## config.mk

```make
export PLATFORM = sky130hd
export DESIGN_NAME = sys_tick_timer
export DESIGN_NICKNAME = d
export VERILOG_FILES = /design/src/rtl/st_pkg.sv /design/src/rtl/st_ref_sync.sv /design/src/rtl/st_down_counter.sv /design/src/rtl/st_ctrl_regs.sv /design/src/rtl/sys_tick_timer.sv
export SDC_FILE = /design/constraint.sdc
export NUM_CORES = 1
export LEC_CHECK = 0
export BUFFER_PORTS_ARGS = -buffer_cell sky130_fd_sc_hd__buf_2
export CAP_MARGIN = 40
export CORE_ASPECT_RATIO = 1.1
export CORE_MARGIN = 2
export CORE_UTILIZATION = 35
export CTS_CLUSTER_SIZE = 20
export DETAILED_ROUTE_END_ITERATION = 8
export HOLD_SLACK_MARGIN = 0.15
export SYNTH_ARGS = -nofsm -noshare
export SYNTH_HDL_FRONTEND = slang
export SYNTH_SLANG_ARGS = --single-unit
```

## constraint.sdc

```tcl
create_clock -name clk_i -period 2.7 [get_ports clk_i]
set_clock_uncertainty 0.1 [all_clocks]
set_input_delay 0.135 -clock clk_i [delete_from_list [all_inputs] [get_ports clk_i]]
set_output_delay 0.135 -clock clk_i [all_outputs]
set_load 0.005 [all_outputs]
```

## src/rtl/st_pkg.sv

```systemverilog
package st_pkg;
    localparam int BUS_AW = 4;
    localparam int BUS_DW = 32;

    localparam logic [BUS_AW-1:0] OFF_CTRL   = 4'h0;
    localparam logic [BUS_AW-1:0] OFF_RELOAD = 4'h4;
    localparam logic [BUS_AW-1:0] OFF_CUR    = 4'h8;
    localparam logic [BUS_AW-1:0] OFF_CALIB  = 4'hC;

    localparam int BIT_EN   = 0;
    localparam int BIT_IE   = 1;
    localparam int BIT_SRC  = 2;
    localparam int BIT_FLAG = 16;

    typedef struct packed {
        logic en;
        logic ie;
        logic src;
        logic flag;
    } ctrl_t;
endpackage

```

## src/rtl/st_ref_sync.sv

```systemverilog
module st_ref_sync #(
    parameter int STAGES = 2
) (
    input  logic clk_i,
    input  logic rst_ni,
    input  logic ref_i,
    output logic rise_o
);
    localparam int CHAIN = STAGES + 1;

    typedef struct packed {
        logic [CHAIN-1:0] chain;
    } sync_t;

    sync_t s_d, s_q;

    always_comb begin
        s_d       = s_q;
        s_d.chain = {s_q.chain[CHAIN-2:0], ref_i};
    end

    always_ff @(posedge clk_i or negedge rst_ni) begin
        if (!rst_ni) s_q <= '0;
        else         s_q <= s_d;
    end

    // The last synchronised stage is high and the edge-history flop is still low.
    assign rise_o = s_q.chain[CHAIN-2] & ~s_q.chain[CHAIN-1];

    a_r6_single_pulse: assert property (@(posedge clk_i) disable iff (!rst_ni)
        rise_o |=> !rise_o);
endmodule

```

## src/rtl/st_down_counter.sv

```systemverilog
module st_down_counter #(
    parameter int W = 24
) (
    input  logic         clk_i,
    input  logic         rst_ni,
    input  logic         tick_i,
    input  logic         clr_i,
    input  logic [W-1:0] reload_i,
    output logic [W-1:0] cnt_o,
    output logic         wrap_o
);
    localparam logic [W-1:0] ONE = W'(1);

    typedef struct packed {
        logic [W-1:0] cnt;
    } cnt_state_t;

    cnt_state_t c_d, c_q;

    always_comb begin
        c_d    = c_q;
        wrap_o = 1'b0;
        if (clr_i) begin
            c_d.cnt = '0;
        end else if (tick_i) begin
            if (c_q.cnt == '0) begin
                c_d.cnt = reload_i;
            end else begin
                c_d.cnt = c_q.cnt - ONE;
                wrap_o  = (c_q.cnt == ONE);
            end
        end
    end

    always_ff @(posedge clk_i or negedge rst_ni) begin
        if (!rst_ni) c_q <= '0;
        else         c_q <= c_d;
    end

    assign cnt_o = c_q.cnt;

    a_r7_hold: assert property (@(posedge clk_i) disable iff (!rst_ni)
        (!tick_i && !clr_i) |=> $stable(cnt_o));
    a_r5_clear: assert property (@(posedge clk_i) disable iff (!rst_ni)
        clr_i |=> (cnt_o == '0));
    a_r4_reload: assert property (@(posedge clk_i) disable iff (!rst_ni)
        (tick_i && !clr_i && cnt_o == '0) |=> (cnt_o == $past(reload_i)));
    a_r3_decrement: assert property (@(posedge clk_i) disable iff (!rst_ni)
        (tick_i && !clr_i && cnt_o != '0) |=> (cnt_o == $past(cnt_o) - ONE));
endmodule

```

## src/rtl/st_ctrl_regs.sv

```systemverilog
module st_ctrl_regs
    import st_pkg::*;
#(
    parameter int          W     = 24,
    parameter bit          NOREF = 1'b0,
    parameter bit          SKEW  = 1'b0,
    parameter logic [23:0] TENMS = 24'd10000
) (
    input  logic              clk_i,
    input  logic              rst_ni,
    input  logic              req_i,
    input  logic              we_i,
    input  logic [BUS_AW-1:0] addr_i,
    input  logic [BUS_DW-1:0] wdata_i,
    output logic [BUS_DW-1:0] rdata_o,
    input  logic [W-1:0]      cnt_i,
    input  logic              wrap_i,
    output logic              en_o,
    output logic              src_o,
    output logic              clr_o,
    output logic [W-1:0]      reload_o,
    output logic              irq_o
);
    localparam logic [BUS_DW-1:0] CALIB_WORD = {NOREF, SKEW, 6'b0, TENMS};

    typedef struct packed {
        ctrl_t        ctrl;
        logic [W-1:0] reload;
    } regs_t;

    regs_t r_d, r_q;
    logic  wr, rd, rd_ctrl;

    assign wr      = req_i & we_i;
    assign rd      = req_i & ~we_i;
    assign rd_ctrl = rd & (addr_i == OFF_CTRL);

    always_comb begin
        r_d = r_q;
        if (wr && addr_i == OFF_CTRL) begin
            r_d.ctrl.en  = wdata_i[BIT_EN];
            r_d.ctrl.ie  = wdata_i[BIT_IE];
            r_d.ctrl.src = NOREF ? 1'b1 : wdata_i[BIT_SRC];
        end
        if (wr && addr_i == OFF_RELOAD) r_d.reload = wdata_i[W-1:0];
        if (rd_ctrl) r_d.ctrl.flag = 1'b0;
        if (wrap_i)  r_d.ctrl.flag = 1'b1;
    end

    always_ff @(posedge clk_i or negedge rst_ni) begin
        if (!rst_ni) begin
            r_q          <= '0;
            r_q.ctrl.src <= NOREF;
        end else begin
            r_q <= r_d;
        end
    end

    always_comb begin
        rdata_o = '0;
        if (rd) begin
            case (addr_i)
                OFF_CTRL: begin
                    rdata_o[BIT_EN]   = r_q.ctrl.en;
                    rdata_o[BIT_IE]   = r_q.ctrl.ie;
                    rdata_o[BIT_SRC]  = r_q.ctrl.src;
                    rdata_o[BIT_FLAG] = r_q.ctrl.flag;
                end
                OFF_RELOAD: rdata_o = BUS_DW'(r_q.reload);
                OFF_CUR:    rdata_o = BUS_DW'(cnt_i);
                OFF_CALIB:  rdata_o = CALIB_WORD;
                default:    rdata_o = '0;
            endcase
        end
    end

    assign clr_o    = wr & (addr_i == OFF_CUR);
    assign en_o     = r_q.ctrl.en;
    assign src_o    = r_q.ctrl.src;
    assign reload_o = r_q.reload;
    assign irq_o    = r_q.ctrl.flag & r_q.ctrl.ie;

    a_r4_flag_set: assert property (@(posedge clk_i) disable iff (!rst_ni)
        wrap_i |=> r_q.ctrl.flag);
    a_r8_read_clears: assert property (@(posedge clk_i) disable iff (!rst_ni)
        (rd_ctrl && !wrap_i) |=> !r_q.ctrl.flag);
    a_r8_flag_kept: assert property (@(posedge clk_i) disable iff (!rst_ni)
        (!rd_ctrl && !wrap_i) |=> $stable(r_q.ctrl.flag));
endmodule

```

## src/rtl/sys_tick_timer.sv

```systemverilog
module sys_tick_timer
    import st_pkg::*;
#(
    parameter int          CNT_W       = 24,
    parameter int          SYNC_STAGES = 2,
    parameter bit          NOREF       = 1'b0,
    parameter bit          SKEW        = 1'b0,
    parameter logic [23:0] TENMS       = 24'd10000
) (
    input  logic        clk_i,
    input  logic        rst_ni,
    input  logic        bus_req_i,
    input  logic        bus_we_i,
    input  logic [3:0]  bus_addr_i,
    input  logic [31:0] bus_wdata_i,
    output logic [31:0] bus_rdata_o,
    input  logic        ref_clk_i,
    output logic        irq_o
);
    logic             ref_rise, en, src, clr, wrap, tick;
    logic [CNT_W-1:0] cnt, reload;

    st_ref_sync #(.STAGES(SYNC_STAGES)) u_sync (
        .clk_i  (clk_i),
        .rst_ni (rst_ni),
        .ref_i  (ref_clk_i),
        .rise_o (ref_rise)
    );

    assign tick = en & (src | ref_rise);

    st_down_counter #(.W(CNT_W)) u_cnt (
        .clk_i    (clk_i),
        .rst_ni   (rst_ni),
        .tick_i   (tick),
        .clr_i    (clr),
        .reload_i (reload),
        .cnt_o    (cnt),
        .wrap_o   (wrap)
    );

    st_ctrl_regs #(.W(CNT_W), .NOREF(NOREF), .SKEW(SKEW), .TENMS(TENMS)) u_regs (
        .clk_i    (clk_i),
        .rst_ni   (rst_ni),
        .req_i    (bus_req_i),
        .we_i     (bus_we_i),
        .addr_i   (bus_addr_i),
        .wdata_i  (bus_wdata_i),
        .rdata_o  (bus_rdata_o),
        .cnt_i    (cnt),
        .wrap_i   (wrap),
        .en_o     (en),
        .src_o    (src),
        .clr_o    (clr),
        .reload_o (reload),
        .irq_o    (irq_o)
    );

    a_r11_src_pinned: assert property (@(posedge clk_i) disable iff (!rst_ni)
        NOREF |-> src);
endmodule

```

==> impl_metrics.ini, run 1 <==
[synthesis]
synthArstFlopShare = 1.000
syn_area_per_cell_um2 = 9.626
synth_area_um2 = 3485
synth-seq-cells = 55
synth_flop_cell = dfrtp_1
synth_cell_types = 56
ys_warn_count = 0
synth_edf_count = 0
yosysTopAreaCell = dfrtp_1
synth_area_leaders = dfrtp_1 (39%), mux2_2 (8.7%), mux2i_1 (5.2%), nor2_1 (4.1%), a22oi_1 (3.2%)
syn_inst = 362
ys_seq_area_frac = 0.3950
synth_top_cell_area_share = 0.3950

[power_and_ir_drop]
power.internal_mw = 1.633
netSwitchingPower_mw = 1.061
power.density_nw_per_um2 = 627.9
comb_power_share = 0.374
p_clk_frac = 0.174
pwr-share-seq = 0.452
power.leakage_nw = 1.874
swShare = 0.3937
vdd_drop_max_mv = 0.3006

[layout]
multi_input_area_um2 = 1933
layout_common_cells = buf_2 (57), dfrtp_1 (55), nor2_1 (38), mux2_2 (27), dlygate4sd3_1 (26)
fin_util = 0.4380
seq_area_um2 = 1376
num-nets-final = 493
diodes = 0
n_fill_cell = 981
mostFrequentLayoutCell = buf_2
layout-drive-gt1-share = 0.2844
area_growth_pct = 23.12

[worst_setup_path]
start_kind = flop
r2r_slack_ps = 510
reg2reg_to = u_cnt.cnt_o[22]$_DFFE_PN0P_
worstPathArrival_ps = 2310
cp-startpoint = u_cnt.cnt_o[0]$_DFFE_PN0P_
cp-end-kind = flop
crit_type = reg2reg
reg2reg_depth = 8
crit_end = u_cnt.cnt_o[22]$_DFFE_PN0P_
required_ps = 2810
cp_max_fo = 7
regToRegStartpoint = u_cnt.cnt_o[0]$_DFFE_PN0P_

[route]
met1_length_um = 4523
finalWirelength_um = 10050
firstDrtPassIters = 4
drcViolationCount = 0
met2WireLength_um = 4958
wl_per_cell_um = 17.64
via_per_inst = 5.635
drtIter0Drc = 231
num_vias = 3212
ant_nets = 0
highest-signal-layer = met4
met3WireLength_um = 482

[clocking]
cts_tree = yes
cts_setup_buffers = 0
cts_sinks = 55
cts-root-buf = clkbuf_8
htree_levels = 2
cts-buffers-inserted = 5
cts_buffer_depth = 2
insertion_delay_ps = 320
clk_pin_slew_ps = 110

[sta]
fmax_ghz = 0.4556
fin_crit_sh = 0.8129
tightest_slew_ps = 537.2
fin_crit_ps = 2195
setup_tns_ps = 0
rsz0062_at_grt = no
maxSlewViolCount = 0
slew_headroom = 0.6405
setup_violations = 0
hold_viol = 0

[global_routing]
grt_pass1_wl_um = 16590
antenna_found_initial = 0
track_usage = 0.1919
overflow = 0
grt_max_degree = 25
grt_pass1_vias = 3192

[floorplan]
die_x_um = 99.14
io_pins = 74
start_util = 0.3558
fp-row-count = 38
fp.dieH_um = 108.7
coreArea_um2 = 9794
dieArea_um2 = 10770

[placement]
portBuffers = 57
dp_hpwl_um = 7154
globalplace.congestion = 0.9092

[worst_hold_path]
holdCritPathClass = in2async

[flow_run]
maxCapViolations = 0

[run_status]
status = finished, final reports clean
[final cells by class]
type	instances	area share
tap	120	0.03500
multi-input combinational	278	0.4506
inverter	5	0.004374
timing repair buffer	104	0.1697
sequential	55	0.3208
clock inverter	3	0.003500
clock buffer	5	0.01604
[worst min-delay path by stage]
stage / start / end / slack (ps) / cells after the start
CTS: bus_we_i / u_cnt.cnt_o[0]$_DFFE_PN0P_ / 170 / 4
global placement: ref_clk_i / u_sync.s_q[0]$_DFF_PN0_ / 150 / 1
global route: rst_ni / u_sync.s_q[0]$_DFF_PN0_ / 210 / 2
floorplan: rst_ni / u_cnt.cnt_o[0]$_DFFE_PN0P_ / -260 / 0
finish: rst_ni / u_sync.s_q[0]$_DFF_PN0_ / 170 / 2
detailed placement: rst_ni / u_sync.s_q[0]$_DFF_PN0_ / -2 / 1
[per-layer routing]
layer | global-route usage | vias up
met5 | 0 | -
met4 | 0.04990 | 0
met3 | 0.02179 | 10
met2 | 0.3306 | 110
met1 | 0.2579 | 1572
li1 | - | 1520
[power groups by stage]
stage	Clock (mW)	Combinational [mW]	Sequential, mW
2_1_floorplan	0	0.757	1.12
3_5_place_dp	0	0.967	1.23
5_1_grt	0.512	1.12	1.25
3_3_place_gp	0	0.941	1.22
6_report	0.469	1.01	1.22
4_1_cts	0.483	1.00	1.21
[per-stage QoR]
| step | std cells | worst slack (ps) | total power [mW] | hold slack [ps] | area (µm²) |
|---|---|---|---|---|---|
| after global placement | 533 | 436.8 | 2.165 | 145.1 | 3911 |
| after detailed placement | 536 | 510.0 | 2.198 | -1.559 | 3946 |
| after global routing | 570 | 316.8 | 2.874 | 208.9 | 4290 |
| final | 570 | 505.2 | 2.694 | 166.3 | 4290 |
| after CTS | 570 | 483.7 | 2.699 | 170.7 | 4290 |
| after floorplan | 369 | 648.0 | 1.879 | -260.6 | 3511 |
[flip-flops by register name, summed over array words and instances, names as in the netlist]
| name | flops |
|---|---|
| u_regs.r_q | 2 |
| u_regs.en_o | 1 |
| u_regs.src_o | 1 |
| u_regs.reload_o | 24 |
| u_sync.s_q | 3 |
| u_cnt.cnt_o | 24 |
[cells in the mapped netlist, drive strengths merged, types with 4 or more instances]
cell and count:
o22ai 5, mux2i 18, a21oi 18, or3 5, o21ai 25, and2 6, dfrtp 55, o41ai 4
inv 5, mux2 27, nand3 5, nor4 10, a31oi 4, nor3 11, nand2 21, o31ai 9
o2bb2ai 5, buf 21, nor2b 4, a211oi 4, a22oi 15, clkbuf 10, nor2 40, nand4 6
[worst max-delay path, stage by stage (launching register included)]
cell,delay (ps)
dfrtp_1,450
inv_1,180
ha_1,230
nor3b_1,190
buf_4,160
nand4_1,260
o22a_1,280
o211ai_1,150
o21ai_1,80
[logic make-up after synthesis]
logic type | count (synthesis) | share of synthesized area
compound gates | 105 | 0.2054
simple gates | 117 | 0.1910
other cells | 1 | 0.001076
buf+inv | 36 | 0.05781
fa+ha+maj | 3 | 0.01077
flops | 55 | 0.3950
mux | 45 | 0.1390
[repair_timing]
action | 4_1_cts | 5_1_grt
hold buffers | 26 | 0
gates resized for setup | 0 | 0
hold endpoints to repair | 83 | 0
No activity file was read; power rests on OpenSTA's default activity.
==> run 2, diff against run 1 <==
clock period = 2.1 ns   (was 2.7 ns; I/O delays follow)
==> run 2 against run 1 <==
Against the previous run:
- total power rose by 45%
- final cell count grew 6.7%
- hold slack improved by 12 ps
- first-iteration DRC count up 14%
- core utilization rose by 3.8 points
- combinational power is 65% higher
- routed wire length up 2.8%
- critical path depth down 2
==> impl_metrics.ini, run 2 (synthesized netlist as in run 1, its figures left out) <==
[worst_setup_path]
required_ps = 2200
crit_type = reg2reg
cp-end-kind = flop
worstPathArrival_ps = 2170
cp_max_fo = 5
start_kind = flop
r2r_slack_ps = 40

[layout]
final_area_um2 = 4659
diodes = 0
layout_common_cells = buf_2 (57), buf_4 (55), dfrtp_1 (54), nor2_1 (38), mux2_2 (27)
layout-drive-gt1-share = 0.3586
finalNonFillerCells = 608
num-nets-final = 531
mostFrequentLayoutCell = buf_2
area_growth_pct = 33.72

[flow_run]
maxCapViolations = 0

[worst_hold_path]
holdCritPathClass = in2reg

[global_routing]
grt_pass1_wl_um = 16600
antenna_found_initial = 0
track_usage = 0.1927
overflow = 0
grt_max_degree = 33
grt_pass1_vias = 3242

[route]
met1_length_um = 4480
ant_nets = 0
finalWirelength_um = 10340
drtIter0Drc = 264
firstDrtPassIters = 4
via_per_inst = 5.419
drcViolationCount = 0
highest-signal-layer = met4
wl_per_cell_um = 17.00
met2WireLength_um = 5073
met3WireLength_um = 569
num_vias = 3295

[clocking]
cts-buffers-inserted = 5
cts_buffer_depth = 2
clk_pin_slew_ps = 100
htree_levels = 2
cts_sinks = 55
cts-root-buf = clkbuf_8
insertion_delay_ps = 320
cts_tree = yes

[floorplan]
io_pins = 74
coreArea_um2 = 9794
fp-row-count = 38
die_x_um = 99.14
dieArea_um2 = 10770
start_util = 0.3558
fp.dieH_um = 108.7

[sta]
maxSlewViolCount = 0
setup_violations = 0
slew_headroom = 0.6063
setup_tns_ps = 0
fin_hold_ws_ps = 177.9
rsz0062_at_grt = yes
fin_crit_sh = 0.9831
hold_viol = 0
fin_crit_ps = 2065
tightest_slew_ps = 590.5
setup_ws_ps = 35.46
fmax_ghz = 0.4844

[power_and_ir_drop]
power.leakage_nw = 2.073
power.density_nw_per_um2 = 839.8
vdd_drop_max_mv = 0.4059

[placement]
globalplace.congestion = 0.9685
dp_hpwl_um = 7501
place_ws_ps = -3.535
portBuffers = 57
dp.cells = 567
place_area_um2 = 4179

[run_status]
status = finished, final reports clean
run 2: cell type report:
type,count,area [µm²]
Inverter,5,18.77
Clock inverter,2,38.79
Sequential cell,55,1378
Tap cell,120,150.1
Timing Repair Buffer,142,1021
Fill cell,953,5135
Clock buffer,6,82.58
Multi-Input combinational cell,278,1971
run 2: stage by stage:
stage,power (mW),utilization
6_report,3.913,0.4757
5_1_grt,4.148,0.4757
3_5_place_dp,2.961,0.4267
2_1_floorplan,2.416,-
4_1_cts,3.783,0.4656
3_3_place_gp,2.925,0.4267
run 2: repair_timing:
item | in CTS | in global routing
setup buffers | 0 | 7
hold buffers | 26 | 0
pin swaps | 0 | 7
endpoints found under the hold margin | 83 | 0
setup endpoints to repair | 2 | 23
resized for setup | 2 | 13
run 2: per-layer routing:
metal  global-route usage  vias up
li1                     -     1589
met3              0.02436       14
met1               0.2570     1592
met2               0.3292      100
met5                    0        -
met4              0.05675        0
run 2: worst paths after layout:
check,start,to,cells after the start
setup reg to reg,u_cnt.cnt_o[4]$_DFFE_PN0P_,u_cnt.cnt_o[21]$_DFFE_PN0P_,6
hold / removal,bus_addr_i[3],u_regs.r_q[24]$_DFFE_PN0P_,4
hold reg to reg,u_sync.s_q[0]$_DFF_PN0_,u_sync.s_q[1]$_DFF_PN0_,0
min in group asynchronous,rst_ni,u_regs.reload_o[2]$_DFFE_PN0P_,2
setup / recovery,u_cnt.cnt_o[4]$_DFFE_PN0P_,u_cnt.cnt_o[21]$_DFFE_PN0P_,6
max in group asynchronous,rst_ni,u_cnt.cnt_o[15]$_DFFE_PN0P_,3
run 2: worst max-delay path: stages, from the launching register on:
cell and delay (ps):
dfrtp_1 430, nor4_4 400, buf_4 180, nand4_1 200, or3_1 370, a21oi_1 160, o22ai_1 110
run 2: report_power, final:
| group | switching [mW] | internal, mW | leakage, nW | total [mW] |
|---|---|---|---|---|
| Clock | 0.374 | 0.393 | 0.0618 | 0.767 |
| Combinational | 0.858 | 0.814 | 1.30 | 1.67 |
| Sequential | 0.209 | 1.27 | 0.714 | 1.47 |
| Total | 1.44 | 2.47 | 2.07 | 3.91 |
